==> src/rtl/tmds_rate_pkg.sv <==
package tmds_rate_pkg;

  typedef enum logic [1:0] {
    LINK_PDN   = 2'b00,
    LINK_REDRV = 2'b01,
    LINK_RETIM = 2'b10
  } link_mode_e;

  typedef enum logic [1:0] {
    TERM_OPEN   = 2'b00,
    TERM_MID    = 2'b01,
    TERM_STRONG = 2'b10
  } term_e;

  typedef struct packed {
    logic  valid;
    logic  retime;
    term_e band;
  } verdict_t;

  // count * ref_khz is the TMDS frequency in kHz scaled by the gate length
  function automatic logic [63:0] freq_metric(input logic [31:0] cnt,
                                              input int unsigned ref_khz);
    return 64'(cnt) * 64'(ref_khz);
  endfunction

  // same scale, multiplied to a bit rate
  function automatic logic [63:0] rate_metric(input logic [31:0] cnt,
                                              input logic quad,
                                              input int unsigned ref_khz);
    return freq_metric(cnt, ref_khz) * (quad ? 64'd40 : 64'd10);
  endfunction

  // a limit in MHz or Mbps on the scale of the metrics above
  function automatic logic [63:0] limit_metric(input int unsigned value,
                                               input int unsigned gate);
    return 64'(value) * 64'd1000 * 64'(gate);
  endfunction

endpackage

==> src/rtl/tmds_sync_bit.sv <==
module tmds_sync_bit #(
  parameter int STAGES = 2
) (
  input  logic clk,
  input  logic rst_n,
  input  logic d_i,
  output logic q_o
);
  logic [STAGES-1:0] chain_q;

  always_ff @(posedge clk or negedge rst_n) begin
    if (!rst_n) chain_q <= '0;
    else        chain_q <= {chain_q[STAGES-2:0], d_i};
  end

  assign q_o = chain_q[STAGES-1];
endmodule

==> src/rtl/tmds_freq_window.sv <==
module tmds_freq_window #(
  parameter int GATE_CYC = 1000,
  localparam int GW      = $clog2(GATE_CYC),
  localparam int CNT_W   = $clog2(GATE_CYC + 1)
) (
  input  logic             clk,
  input  logic             rst_n,
  input  logic             clr_i,
  input  logic             lvl_i,
  output logic             win_done_o,
  output logic [CNT_W-1:0] win_count_o
);
  logic             prev_q;
  logic             edge_w;
  logic [GW-1:0]    gate_q;
  logic [CNT_W-1:0] cnt_q;

  assign edge_w      = lvl_i ^ prev_q;
  assign win_done_o  = !clr_i && (gate_q == GW'(GATE_CYC - 1));
  assign win_count_o = cnt_q + CNT_W'(edge_w);

  always_ff @(posedge clk or negedge rst_n) begin
    if (!rst_n) prev_q <= 1'b0;
    else        prev_q <= lvl_i;
  end

  always_ff @(posedge clk or negedge rst_n) begin
    if (!rst_n) begin
      gate_q <= '0;
      cnt_q  <= '0;
    end else if (clr_i) begin
      gate_q <= '0;
      cnt_q  <= '0;
    end else if (win_done_o) begin
      gate_q <= '0;
      cnt_q  <= '0;
    end else begin
      gate_q <= gate_q + 1'b1;
      cnt_q  <= win_count_o;
    end
  end
endmodule

==> src/rtl/tmds_rate_judge.sv <==
module tmds_rate_judge
  import tmds_rate_pkg::*;
#(
  parameter int unsigned REF_KHZ   = 1000000,
  parameter int unsigned GATE_CYC  = 1000,
  parameter int unsigned ACQ_CYC   = 180000,
  parameter int unsigned XOVER_MBPS = 1000,
  parameter int unsigned HYST_MBPS = 250,
  parameter int unsigned MID_MBPS  = 2000,
  parameter int unsigned HIGH_MBPS = 3400,
  parameter int unsigned FMIN_MHZ  = 25,
  parameter int unsigned FMAX_MHZ  = 340,
  localparam int CNT_W = $clog2(GATE_CYC + 1),
  localparam int ACQ_W = $clog2(ACQ_CYC + 1)
) (
  input  logic             clk,
  input  logic             rst_n,
  input  logic             clr_i,
  input  logic             win_done_i,
  input  logic [CNT_W-1:0] win_count_i,
  input  logic             quad_i,
  output verdict_t         cm_o,
  output logic             commit_o,
  output logic             acq_done_o
);
  localparam logic [63:0] UP_TH   = limit_metric(XOVER_MBPS + HYST_MBPS / 2, GATE_CYC);
  localparam logic [63:0] DN_TH   = limit_metric(XOVER_MBPS - HYST_MBPS / 2, GATE_CYC);
  localparam logic [63:0] MID_TH  = limit_metric(MID_MBPS, GATE_CYC);
  localparam logic [63:0] HIGH_TH = limit_metric(HIGH_MBPS, GATE_CYC);
  localparam logic [63:0] FMIN_TH = limit_metric(FMIN_MHZ, GATE_CYC);
  localparam logic [63:0] FMAX_TH = limit_metric(FMAX_MHZ, GATE_CYC);

  verdict_t          cm_q, last_q, v_w;
  logic [ACQ_W-1:0]  acq_q;
  logic [63:0]       f_w, r_w;
  logic              restart_w;

  always_comb begin
    f_w      = freq_metric(32'(win_count_i), REF_KHZ);
    r_w      = rate_metric(32'(win_count_i), quad_i, REF_KHZ);
    v_w.valid = (f_w >= FMIN_TH) && (f_w <= FMAX_TH);
    if (!v_w.valid)     v_w.retime = cm_q.retime;
    else if (cm_q.retime) v_w.retime = !(r_w < DN_TH);
    else                v_w.retime = (r_w > UP_TH);
    if (!v_w.valid)          v_w.band = TERM_OPEN;
    else if (r_w > HIGH_TH)  v_w.band = TERM_STRONG;
    else if (r_w >= MID_TH)  v_w.band = TERM_MID;
    else                     v_w.band = TERM_OPEN;
  end

  assign commit_o   = win_done_i && (v_w == last_q);
  assign restart_w  = commit_o && ((v_w.valid && !cm_q.valid) || (v_w.retime != cm_q.retime));
  assign cm_o       = cm_q;
  assign acq_done_o = cm_q.valid && (acq_q == ACQ_W'(ACQ_CYC));

  always_ff @(posedge clk or negedge rst_n) begin
    if (!rst_n) begin
      cm_q   <= '{valid: 1'b0, retime: 1'b0, band: TERM_OPEN};
      last_q <= '{valid: 1'b0, retime: 1'b0, band: TERM_OPEN};
    end else if (clr_i) begin
      cm_q   <= '{valid: 1'b0, retime: 1'b0, band: TERM_OPEN};
      last_q <= '{valid: 1'b0, retime: 1'b0, band: TERM_OPEN};
    end else if (win_done_i) begin
      last_q <= v_w;
      if (commit_o) cm_q <= v_w;
    end
  end

  always_ff @(posedge clk or negedge rst_n) begin
    if (!rst_n)                                  acq_q <= '0;
    else if (clr_i || restart_w)                 acq_q <= '0;
    else if (cm_q.valid && acq_q != ACQ_W'(ACQ_CYC)) acq_q <= acq_q + 1'b1;
  end
endmodule

==> src/rtl/tmds_rate_ctrl.sv <==
module tmds_rate_ctrl
  import tmds_rate_pkg::*;
#(
  parameter int unsigned REF_KHZ    = 1000000,
  parameter int unsigned GATE_CYC   = 1000,
  parameter int unsigned ACQ_CYC    = 180000,
  parameter int unsigned XOVER_MBPS = 1000,
  parameter int unsigned HYST_MBPS  = 250,
  parameter int unsigned MID_MBPS   = 2000,
  parameter int unsigned HIGH_MBPS  = 3400,
  parameter int unsigned FMIN_MHZ   = 25,
  parameter int unsigned FMAX_MHZ   = 340,
  parameter int          SYNC_STAGES = 2,
  localparam int CNT_W = $clog2(GATE_CYC + 1)
) (
  input  logic       clk,
  input  logic       rst_n,
  input  logic       en_pin,
  input  logic       sig_det_en,
  input  logic [1:0] term_strap,
  input  logic       tmds_tgl,
  input  logic       ratio_quad,
  output logic [1:0] mode_o,
  output logic [1:0] term_o,
  output logic       standby_o,
  output logic       lock_o
);
  logic             en_act;
  logic             tgl_sync;
  logic             win_done;
  logic [CNT_W-1:0] win_count;
  logic             commit;
  logic             acq_done;
  verdict_t         cm;
  term_e            term_w;

  tmds_sync_bit #(.STAGES(SYNC_STAGES)) u_en_sync (
    .clk(clk), .rst_n(rst_n), .d_i(en_pin), .q_o(en_act));

  tmds_sync_bit #(.STAGES(SYNC_STAGES)) u_tgl_sync (
    .clk(clk), .rst_n(rst_n), .d_i(tmds_tgl), .q_o(tgl_sync));

  tmds_freq_window #(.GATE_CYC(GATE_CYC)) u_window (
    .clk(clk), .rst_n(rst_n), .clr_i(!en_act), .lvl_i(tgl_sync),
    .win_done_o(win_done), .win_count_o(win_count));

  tmds_rate_judge #(
    .REF_KHZ(REF_KHZ), .GATE_CYC(GATE_CYC), .ACQ_CYC(ACQ_CYC),
    .XOVER_MBPS(XOVER_MBPS), .HYST_MBPS(HYST_MBPS), .MID_MBPS(MID_MBPS),
    .HIGH_MBPS(HIGH_MBPS), .FMIN_MHZ(FMIN_MHZ), .FMAX_MHZ(FMAX_MHZ)
  ) u_judge (
    .clk(clk), .rst_n(rst_n), .clr_i(!en_act), .win_done_i(win_done),
    .win_count_i(win_count), .quad_i(ratio_quad), .cm_o(cm),
    .commit_o(commit), .acq_done_o(acq_done));

  always_comb begin
    unique case (term_strap)
      2'b00:   term_w = TERM_STRONG;
      2'b01:   term_w = TERM_OPEN;
      default: term_w = cm.band;
    endcase
  end

  assign mode_o    = !en_act ? LINK_PDN : (cm.retime ? LINK_RETIM : LINK_REDRV);
  assign term_o    = en_act ? term_w : TERM_OPEN;
  assign standby_o = en_act && sig_det_en && !cm.valid;
  assign lock_o    = en_act && acq_done;
endmodule

==> config.mk <==
export PLATFORM = sky130hd
export DESIGN_NAME = tmds_rate_ctrl
export DESIGN_NICKNAME = d
export VERILOG_FILES = /design/src/rtl/tmds_rate_pkg.sv /design/src/rtl/tmds_sync_bit.sv /design/src/rtl/tmds_freq_window.sv /design/src/rtl/tmds_rate_judge.sv /design/src/rtl/tmds_rate_ctrl.sv
export SDC_FILE = /design/constraint.sdc
export NUM_CORES = 1
export LEC_CHECK = 0
export BUFFER_PORTS_ARGS = -buffer_cell sky130_fd_sc_hd__clkbuf_2
export CORE_ASPECT_RATIO = 0.9
export CORE_UTILIZATION = 50
export DETAILED_ROUTE_END_ITERATION = 10
export GPL_TIMING_DRIVEN = 0
export PLACE_DENSITY_LB_ADDON = 0.05
export RECOVER_POWER = 50
export SKIP_LAST_GASP = 1
export SLEW_MARGIN = 0
export SYNTH_ARGS = -nofsm -noshare
export SYNTH_HDL_FRONTEND = slang
export SYNTH_SLANG_ARGS = --single-unit
export TNS_END_PERCENT = 1
==> constraint.sdc <==
create_clock -name clk -period 19.35 [get_ports clk]
set_input_delay 2.9025 -clock clk [delete_from_list [all_inputs] [get_ports clk]]
set_output_delay 2.9025 -clock clk [all_outputs]
set_load 0.1 [all_outputs]
==> metrics, run 1 <==
Seq. cell area 0.001276 mm2; Slew HR -26.84%; ys async rst share 100.0%; Clock Skew just over 0.006 ns; # setup viols final 0; syn avg cell area about 8.4 um2; status finished with violations; Clock Sink Count 51; first-pass GRT wire length between 30000 and 40000 um; Crit Path Class reg2reg; CTS tree done; crit path DAT between 10 and 15 ns; Avg Vias per Cell between 5 and 6; crit-path max cell delay 0.85 ns; WL met3 371 um; fin crit period between 10 and 15 ns; highest clock rate ~0.084 GHz; share of cells above drive strength 1 roughly 4.4%; DRT Wirelength 18270 um; total gr overflow 0; vias in the first global route 6543; Final Max Tran Viols 37; M1 wire length between 10000 and 15000 um; share of the synthesized area in the top cell type a little under a quarter; failing checks capacitance limit, slew limit; gpl congestion 0.8296; area of the multi-input gates about 0.0065 mm2; Root Buffer Master clkbuf_16; die span in y between 100 and 150 um; Wirelength per Cell approximately 15 um; filler instances about 1600; Synth Register Bits 51; count of cell types in the netlist 76; CTS max path bufs 2; post-CTS setup buffer count 0; Clock Pin Slew Worst Setup and Hold Paths 0.07 ns; Tcrit/Tclk final between 60% and 70%; Die Wd 137.9 um; Die Area 0.01714 mm2; max cap viols 1; Tot GR Track Use 22.77%; Worst setup SP type flop; yosys warns 0; PD cells roughly 73 mW/mm2; Mapped Nets between 1000 and 1500; Peak VDD IR slightly above 0.1 mV; Max H-tree Level 2; DP HPWL 15310 um; Worst Hold Class reg2reg; Top FF cell, synth dfrtp_1; Post-route DRC 0; Synth area leader ha_1; crit path max-delay cell type xnor2_1; Synth Instances around 980; worst slack at placement between 7 and 8 ns; R2R setup slack ~7.4 ns; register area share after synthesis about 15%; Crit path buffers/inverters 6; CP required between 15 and 20 ns; antenna-violating nets left 0; worst skew pair latency around 0.29 ns; nature of the critical path endpoint flop; crit-path max FO 10; area grow syn2layout 5.964%; detailed-route via count ~6700; Hold Fails Final Rpt 0; total power approximately 0.64 mW; leakage power about 4.7 nW; highest routing layer actually used met4; starting density of the core 51.33%; mapped cell area 0.008308 mm2; drt initial violations between 200 and 300; pin count of the biggest net entering global routing 52; top post-synthesis cells by count ha_1 (155), inv_1 (112), nor2_1 (99); site row count 44; most common cell in the synthesized netlist ha_1; Setup TNS Final 0 ns; number of antenna violations at the first check in global routing 0; num ports 14; CTS Buf Count 5; Post-synth EDFFs 0; most frequent CP cell ha_1; family with the most delay on the worst path adder cells; largest cells by area after synthesis ha_1 (23%), dfrtp_1 (15%), fa_1 (11%); DR pass1 iterations 5; final setup margin 7.388 ns; metal2 WL 7775 um; post_cts resized 0; core region area 0.01619 mm2; Nets approximately 1200; IO buf count 13; Worst Tran Pin Value around 1.9 ns; CTS hold repair buffers 0; antenna cells 0; RSZ-0062 raised after global routing false
-- per-stage QoR --
| stage | instance area, um2 | util (%) | hold slack (ns) | instances |
|---|---|---|---|---|
| 2_1_floorplan | 8308 | - | 0.3312 | 984 |
| 3_3_place_gp | 8632 | 53.33 | 0.3354 | 1204 |
| 3_5_place_dp | 8632 | 53.33 | 0.3355 | 1204 |
| 4_1_cts | 8801 | 54.38 | 0.3518 | 1212 |
| 5_1_grt | 8803 | 54.39 | 0.3636 | 1213 |
| 6_report | 8803 | 54.39 | 0.3497 | 1213 |
-- final cells by class --
cell class / instances / share of cell area [%]
clock buffers: 5 / 1.421
plain buffers: 21 / 1.038
well taps: 207 / 2.942
multi-input cells: 800 / 74.06
clock inverters: 3 / 0.4974
flip-flops and latches: 51 / 14.50
inverters: 112 / 4.775
repair buffers: 14 / 0.7675
-- sequential cells by signal (all words and copies together) (netlist names) --
register	count
u_judge.acq_q	18
u_tgl_sync.chain_q	2
u_window.cnt_q	10
u_judge.cm_o	4
u_en_sync.chain_q	2
u_window.gate_q	10
u_window.prev_q	1
u_judge.last_q	4
-- power breakdown --
group | internal, mW | leakage, nW | switching (mW)
registers | 0.108 | 0.697 | 0.00118
clock network | 0.0610 | 0.0838 | 0.0402
logic | 0.158 | 3.88 | 0.274
-- per-layer routing --
metal,track usage (%),vias up
met3,2.646,7
met1,35.82,3163
li1,-,3489
met4,1.662,0
met2,34.29,69
met5,0,-
-- cell families after synthesis --
group	count (synthesis)	synth area share [%]
AOI/OAI and AO/OA	184	15.78
xor gates and xnor gates	65	6.852
adders and majority gates	200	34.19
buffers and inverters	133	6.160
DFF	51	15.36
muxes	9	1.130
and+or+nand+nor	342	20.53
-- cells in the final DEF, fill, tap and decap left out, types with 8 or more instances in the layout --
cell,n
nand2_1,79
inv_1,112
dfrtp_1,51
xnor2_1,24
nand4_1,8
a21oi_1,44
fa_1,45
o21a_1,11
nor2_1,99
clkbuf_1,18
clkbuf_2,12
ha_1,155
a211oi_1,11
o211ai_1,9
nor2b_1,16
and3_1,19
nand3_1,29
xor2_1,41
nor3_1,14
o21ai_0,32
a21o_1,9
and2_1,34
-- worst paths after layout --
kind,startpoint,endpoint,cells past startpoint
hold reg to reg,u_tgl_sync.chain_q[0],u_tgl_sync.chain_q[1],0
hold / removal,u_tgl_sync.chain_q[0],u_tgl_sync.chain_q[1],0
setup / recovery,u_tgl_sync.chain_q[1],u_judge.acq_q[4],38
min in group asynchronous,rst_n,u_window.cnt_q[7],1
max in group asynchronous,rst_n,u_en_sync.chain_q[0],2
setup reg to reg,u_tgl_sync.chain_q[1],u_judge.acq_q[4],38
Power figures use the tool's default switching activity.
==> run 2, diff against run 1 <==
- clock period: 19.35 -> 11.95 ns (I/O delays scaled with it)
==> run 2 against run 1 <==
The flow still finishes with violations (capacitance limit, slew limit). Total power increased by 62%. Critical path depth decreased by 1. Clock power increased by 62%. Global-route usage unchanged. Register-to-register slack got worse by 6.6 ns. Largest cell class unchanged. Largest power group unchanged. Highest routed layer unchanged.
==> metrics, run 2 (synthesis results as in run 1) <==
antenna-violating nets left 0 (unchanged); area grow syn2layout 6.732%; Die Wd 137.9 um (unchanged); max reg flops 18 (unchanged); Wirelength per Cell 15.04 um (-0.14%); worst skew pair latency 0.29 ns (about the same); DRT Wirelength 18300 um (+0.19%); # setup viols final 0 (unchanged); starting density of the core 51.33% (unchanged); num ports 14 (unchanged); drt initial violations 309 (+3.3%); most frequent cells in the layout ha_1 (155), inv_1 (112), nor2_1 (99); Tot GR Track Use 22.77% (unchanged); FF-to-FF End u_judge.cm_o[1]; CTS Buf Count 5 (unchanged); Hold Crit Start u_tgl_sync.chain_q[0]; launch point of the worst reg-to-reg path u_tgl_sync.chain_q[1]; RSZ-0062 raised after global routing false; CP required 12.13 ns (-7.40 ns); DR pass1 iterations 4 (-1); PD cells 117.6 mW/mm2 (+61%); commonest non-fill, non-tap cell in the layout ha_1; Reg2Reg Depth 37 (-2.6%); Largest Register u_judge.acq_q; Regs by FF count u_judge.acq_q: 18 flops, u_window.cnt_q: 10 flops, u_window.gate_q: 10 flops; Root Buffer Master clkbuf_16; Worst Tran Pin Value 1.904 ns (+0.001354 ns); Die Area 0.01714 mm2 (unchanged); failing checks capacitance limit, slew limit; Post-route DRC 0 (unchanged); Clock Skew 0.007160 ns (+0.001056 ns); Clock Sink Count 51 (unchanged); Worst setup SP type flop; crit-path max FO 8 (-2); number of antenna violations at the first check in global routing 0 (unchanged); total gr overflow 0 (unchanged); CTS hold repair buffers 0 (unchanged); Worst Hold Class reg2reg; IO buf count 13 (unchanged); most frequent CP cell ha_1; die span in y 124.3 um (unchanged); first-pass GRT wire length 31600 um (unchanged); crit path DAT 11.34 ns (-0.80 ns); Clock Pin Slew Worst Setup and Hold Paths 0.07 ns (about the same); CTS max path bufs 2 (unchanged); Tcrit/Tclk final 93.38% (+32 points); highest clock rate 0.08961 GHz (+7.2%); Final Max Tran Viols 37 (unchanged); Slew HR -26.93% (-0.090 points); crit-path max cell delay 0.55 ns (-0.30 ns); Max H-tree Level 2 (unchanged); cell count after placement 1204 (unchanged); Setup TNS Final 0 ns (unchanged); Peak VDD IR 0.1651 mV (+64%); worst hold path depth 0 (unchanged); post-layout util 54.79% (+0.39 points); vias in the first global route 6543 (unchanged); Crit Path Class reg2reg; hold endpoint u_tgl_sync.chain_q[1]; fin cells 1217 (+0.33%); Nets 1217 (+0.33%); DP HPWL 15310 um (unchanged); gpl congestion 0.8296 (unchanged); CTS tree done; family with the most delay on the worst path adder cells; detailed-route via count 6736 (+0.12%); Hold Fails Final Rpt 0 (unchanged); status finished with violations; pin count of the biggest net entering global routing 52 (unchanged); site row count 44 (unchanged); Crit path buffers/inverters 5 (-1); share of cells above drive strength 1 5.050% (+0.68 points); fin crit period 11.16 ns (-0.8031 ns); R2R setup slack 0.79 ns (-6.60 ns); nature of the critical path endpoint flop; core region area 0.01619 mm2 (unchanged); crit path max-delay cell type fa_1; max cap viols 1 (unchanged); antenna cells 0 (unchanged); leakage power 4.700 nW (+0.81%); Avg Vias per Cell 5.535 (-0.21%)
run 2: changes by cell type in the layout (fill, tap and decap cells not counted):
| cell | previous run | this run |
|---|---|---|
| o41ai_1 | 2 | 1 |
| xnor2_2 | 0 | 1 |
| xnor2_4 | 0 | 1 |
| o41ai_2 | 0 | 1 |
| and2_1 | 34 | 35 |
| xnor2_1 | 24 | 22 |
| and2_0 | 1 | 0 |
| buf_4 | 0 | 4 |
run 2: how the worst max path moves through the flow:
stage,startpoint,endpoint,cells past startpoint
final,u_tgl_sync.chain_q[1],u_judge.cm_o[1],37
after global placement,u_tgl_sync.chain_q[1],u_judge.acq_q[5],35
after detailed placement,u_tgl_sync.chain_q[1],u_judge.acq_q[4],38
after CTS,u_tgl_sync.chain_q[1],u_judge.acq_q[4],38
after floorplan,u_window.prev_q,u_judge.acq_q[4],35
after global routing,u_tgl_sync.chain_q[1],u_judge.acq_q[4],36
run 2: area by class of cell:
type | count | area [um2]
clock buffer | 5 | 125.1
timing repair buffer | 18 | 97.59
inverter | 112 | 420.4
multi-input combinational | 800 | 6554
buffer | 21 | 91.34
clock inverter | 3 | 43.79
sequential | 51 | 1276
tap | 207 | 259.0
fill | 1633 | 7318
run 2: what timing repair did:
action	in CTS	in global routing
pin swaps	0	1
buffers inserted	0	4
resized for setup	1	3
endpoints found under the setup margin	10	22
run 2: worst register-to-register path, delay by kind of cell (launching register included):
kind            cells  cell delay, ns
compound gates      9            2.24
buf+inv             5            0.78
simple gates        6            1.47
flops               1            0.39
xor+xnor            3            1.02
mux                 2            0.66
fa+ha+maj          12            4.47
run 2: stage by stage:
step,cell area (um2),setup slack (ns),total power [mW],hold WS (ns)
6_report,8867,0.7910,1.043,0.3497
5_1_grt,8867,0.003869,1.154,0.3636
4_1_cts,8808,0.2992,1.041,0.3518
3_5_place_dp,8632,-0.02145,0.8716,0.3355
3_3_place_gp,8632,-0.02617,0.8704,0.3354
2_1_floorplan,8308,1.942,0.7135,0.3312
run 2: power by group:
part,internal [mW],total (mW),switching (mW),leakage (nW)
clock network,0.0988,0.164,0.0649,0.0838
logic,0.256,0.702,0.445,3.92
registers,0.175,0.177,0.00203,0.697
total,0.530,1.04,0.512,4.70
run 2: routing by layer:
metal	part of all wire, %	vias to the layer above	global-route usage, %
met3	2.3	7	2.646
met5	0	-	0
li1	-	3495	-
met2	43	72	34.29
met1	54	3162	35.82
met4	0.45	0	1.662
==> run 3, diff against run 2 <==
- CORE_ASPECT_RATIO: 0.9 -> unset
==> run 3 against run 2 <==
The flow still finishes with violations (capacitance limit, slew limit). Critical path depth stayed put. Die area hardly changed. Combinational power is 0.6% lower. Maximum frequency is 1.1% higher. Worst setup slack better by 0.12 ns. Wire length is 1.0% higher. Design area hardly changed. Largest cell class unchanged. Highest routed layer unchanged.
==> metrics, run 3 (synthesis results as in run 1) <==
Wirelength per Cell 15.09 um (+0.31%); Worst Hold Class reg2reg; num ports 14 (unchanged); commonest non-fill, non-tap cell in the layout ha_1; leakage power 4.693 nW (-0.14%); Die Wd 130.9 um (-5.1%); fin crit period 11.04 ns (-0.1168 ns); final setup margin 0.9077 ns (+0.1168 ns); Crit Path Class reg2reg; Nets 1217 (unchanged); CTS Buf Count 5 (unchanged); crit path DAT 11.22 ns (-0.12 ns); number of antenna violations at the first check in global routing 0 (unchanged); highest clock rate 0.09056 GHz (+1.1%); combinational power share 67.3% (about the same); die span in y 130.9 um (+5.3%); area grow syn2layout 6.777% (about the same); Clock Pin Slew Worst Setup and Hold Paths 0.07 ns (about the same); pin count of the biggest net entering global routing 52 (unchanged); DRT Wirelength 18500 um (+1.0%); antenna-violating nets left 0 (unchanged); Clock Skew 0.006825 ns (-0.0003344 ns); Root Buffer Master clkbuf_16; Die Area 0.01713 mm2 (about the same); Psw 0.5058 mW (-1.2%); Regs by FF count u_judge.acq_q: 18 flops, u_window.cnt_q: 10 flops, u_window.gate_q: 10 flops; drt initial violations 262 (-15%); Final Max Tran Viols 33 (-11%); crit-path max cell delay 0.56 ns (about the same); crit-path max FO 8 (unchanged); Hold Fails Final Rpt 0 (unchanged); Tcrit/Tclk final 92.40% (-0.98 points); first-pass GRT wire length 31220 um (-1.2%); starting density of the core 51.74% (+0.41 points); CTS hold repair buffers 0 (unchanged); sequential share of power 17.1% (about the same); RSZ-0062 raised after global routing true; crit path max-delay cell type fa_1; Largest Register u_judge.acq_q; core region area 0.01606 mm2 (-0.79%); Worst setup SP type flop; Worst Tran Pin Value 1.692 ns (-0.2123 ns); PD cells 116.8 mW/mm2 (-0.69%); max cap viols 1 (unchanged); share of cells above drive strength 1 4.950% (-0.099 points); worst skew pair latency 0.29 ns (about the same); CP required 12.13 ns (about the same); Clk pwr share 15.5% (-0.2 points); detailed-route via count 6765 (+0.43%); failing checks capacitance limit, slew limit; gpl congestion 0.8406 (+1.3%); DR pass1 iterations 5 (+1); # setup viols final 0 (unchanged); most frequent cells in the layout ha_1 (155), inv_1 (112), nor2_1 (99); max reg flops 18 (unchanged); vias in the first global route 6413 (-2.0%); worst slack at placement 0.08475 ns (+0.1062 ns); CTS max path bufs 2 (unchanged); Max H-tree Level 2 (unchanged); nature of the critical path endpoint flop; CTS tree done; sw frac 48.83% (-0.29 points); Avg Vias per Cell 5.518 (-0.31%); Setup TNS Final 0 ns (unchanged); Post-route DRC 0 (unchanged); Tot GR Track Use 22.78% (about the same); cell-internal power 0.5300 mW (about the same); status finished with violations; DP HPWL 15300 um (about the same); most frequent CP cell ha_1; Slew HR -12.78% (+14 points); Clock Sink Count 51 (unchanged); Peak VDD IR 0.2080 mV (+26%); site row count 46 (+4.5%); IO buf count 13 (unchanged); antenna cells 0 (unchanged); total gr overflow 0 (unchanged)
run 3: cell types whose count changed in the layout (fill, tap and decap cells not counted):
| cell | change |
|---|---|
| and2_1 | -1 |
| and2_0 | +1 |
| o41ai_1 | +1 |
| o41ai_2 | -1 |
run 3: worst paths after layout:
kind | start | endpoint | slack (ns) | cells past startpoint
min reg2reg | u_tgl_sync.chain_q[0] | u_tgl_sync.chain_q[1] | 0.35 | 0
min in group asynchronous | rst_n | u_tgl_sync.chain_q[1] | 1.67 | 1
max | u_window.prev_q | u_judge.cm_o[1] | 0.91 | 37
max reg2reg | u_window.prev_q | u_judge.cm_o[1] | 0.91 | 37
min | u_tgl_sync.chain_q[0] | u_tgl_sync.chain_q[1] | 0.35 | 0
max in group asynchronous | rst_n | u_judge.acq_q[17] | 8.17 | 2
run 3: power by group through the flow:
stage | Clock (mW) | Sequential, mW | Combinational [mW]
final | 0.161 | 0.177 | 0.698
after global routing | 0.171 | 0.177 | 0.798
after CTS | 0.165 | 0.177 | 0.692
after detailed placement | 0 | 0.180 | 0.687
after global placement | 0 | 0.180 | 0.686
after floorplan | 0 | 0.180 | 0.533
run 3: per-stage QoR:
step                      util, %  instances  hold slack (ns)  total power [mW]  instance area [um2]
after global routing        55.24       1226           0.3607             1.146                 8871
after detailed placement    53.83       1213           0.3347            0.8679                 8643
after CTS                   54.88       1221           0.3513             1.035                 8812
final                       55.24       1226           0.3492             1.036                 8871
after floorplan                 -        984           0.3312            0.7135                 8308
after global placement      53.83       1213           0.3316            0.8668                 8643
run 3: repair_timing:
item	in CTS	in global routing
endpoints found under the setup margin	0	22
buffers inserted	0	4
gates resized for setup	0	3
run 3: critical path: cells and delay by family (launching register included):
family / cells / cell delay, ns
AOI/OAI and AO/OA: 9 / 2.21
xor gates and xnor gates: 3 / 1.00
adders and majority gates: 12 / 4.47
buffers and inverters: 5 / 0.79
DFF: 1 / 0.38
muxes: 2 / 0.61
and+or+nand+nor: 6 / 1.45
run 3: metal layers:
metal  global-route usage, %  routed length (um)  vias up
met1                   33.55                9620     3193
met5                       0                   0        -
met2                   37.66                8441       71
li1                        -                   -     3497
met3                   2.239                 401        4
met4                   1.014                  31        0
run 3: cell type report:
class / count / area, um2
Buffer: 21 / 91.34
Clock inverter: 3 / 43.79
Sequential cell: 51 / 1276
Fill cell: 1513 / 7187
Clock buffer: 5 / 125.1
Inverter: 112 / 420.4
Multi-Input combinational cell: 800 / 6546
Timing Repair Buffer: 18 / 97.59
Tap cell: 216 / 270.3
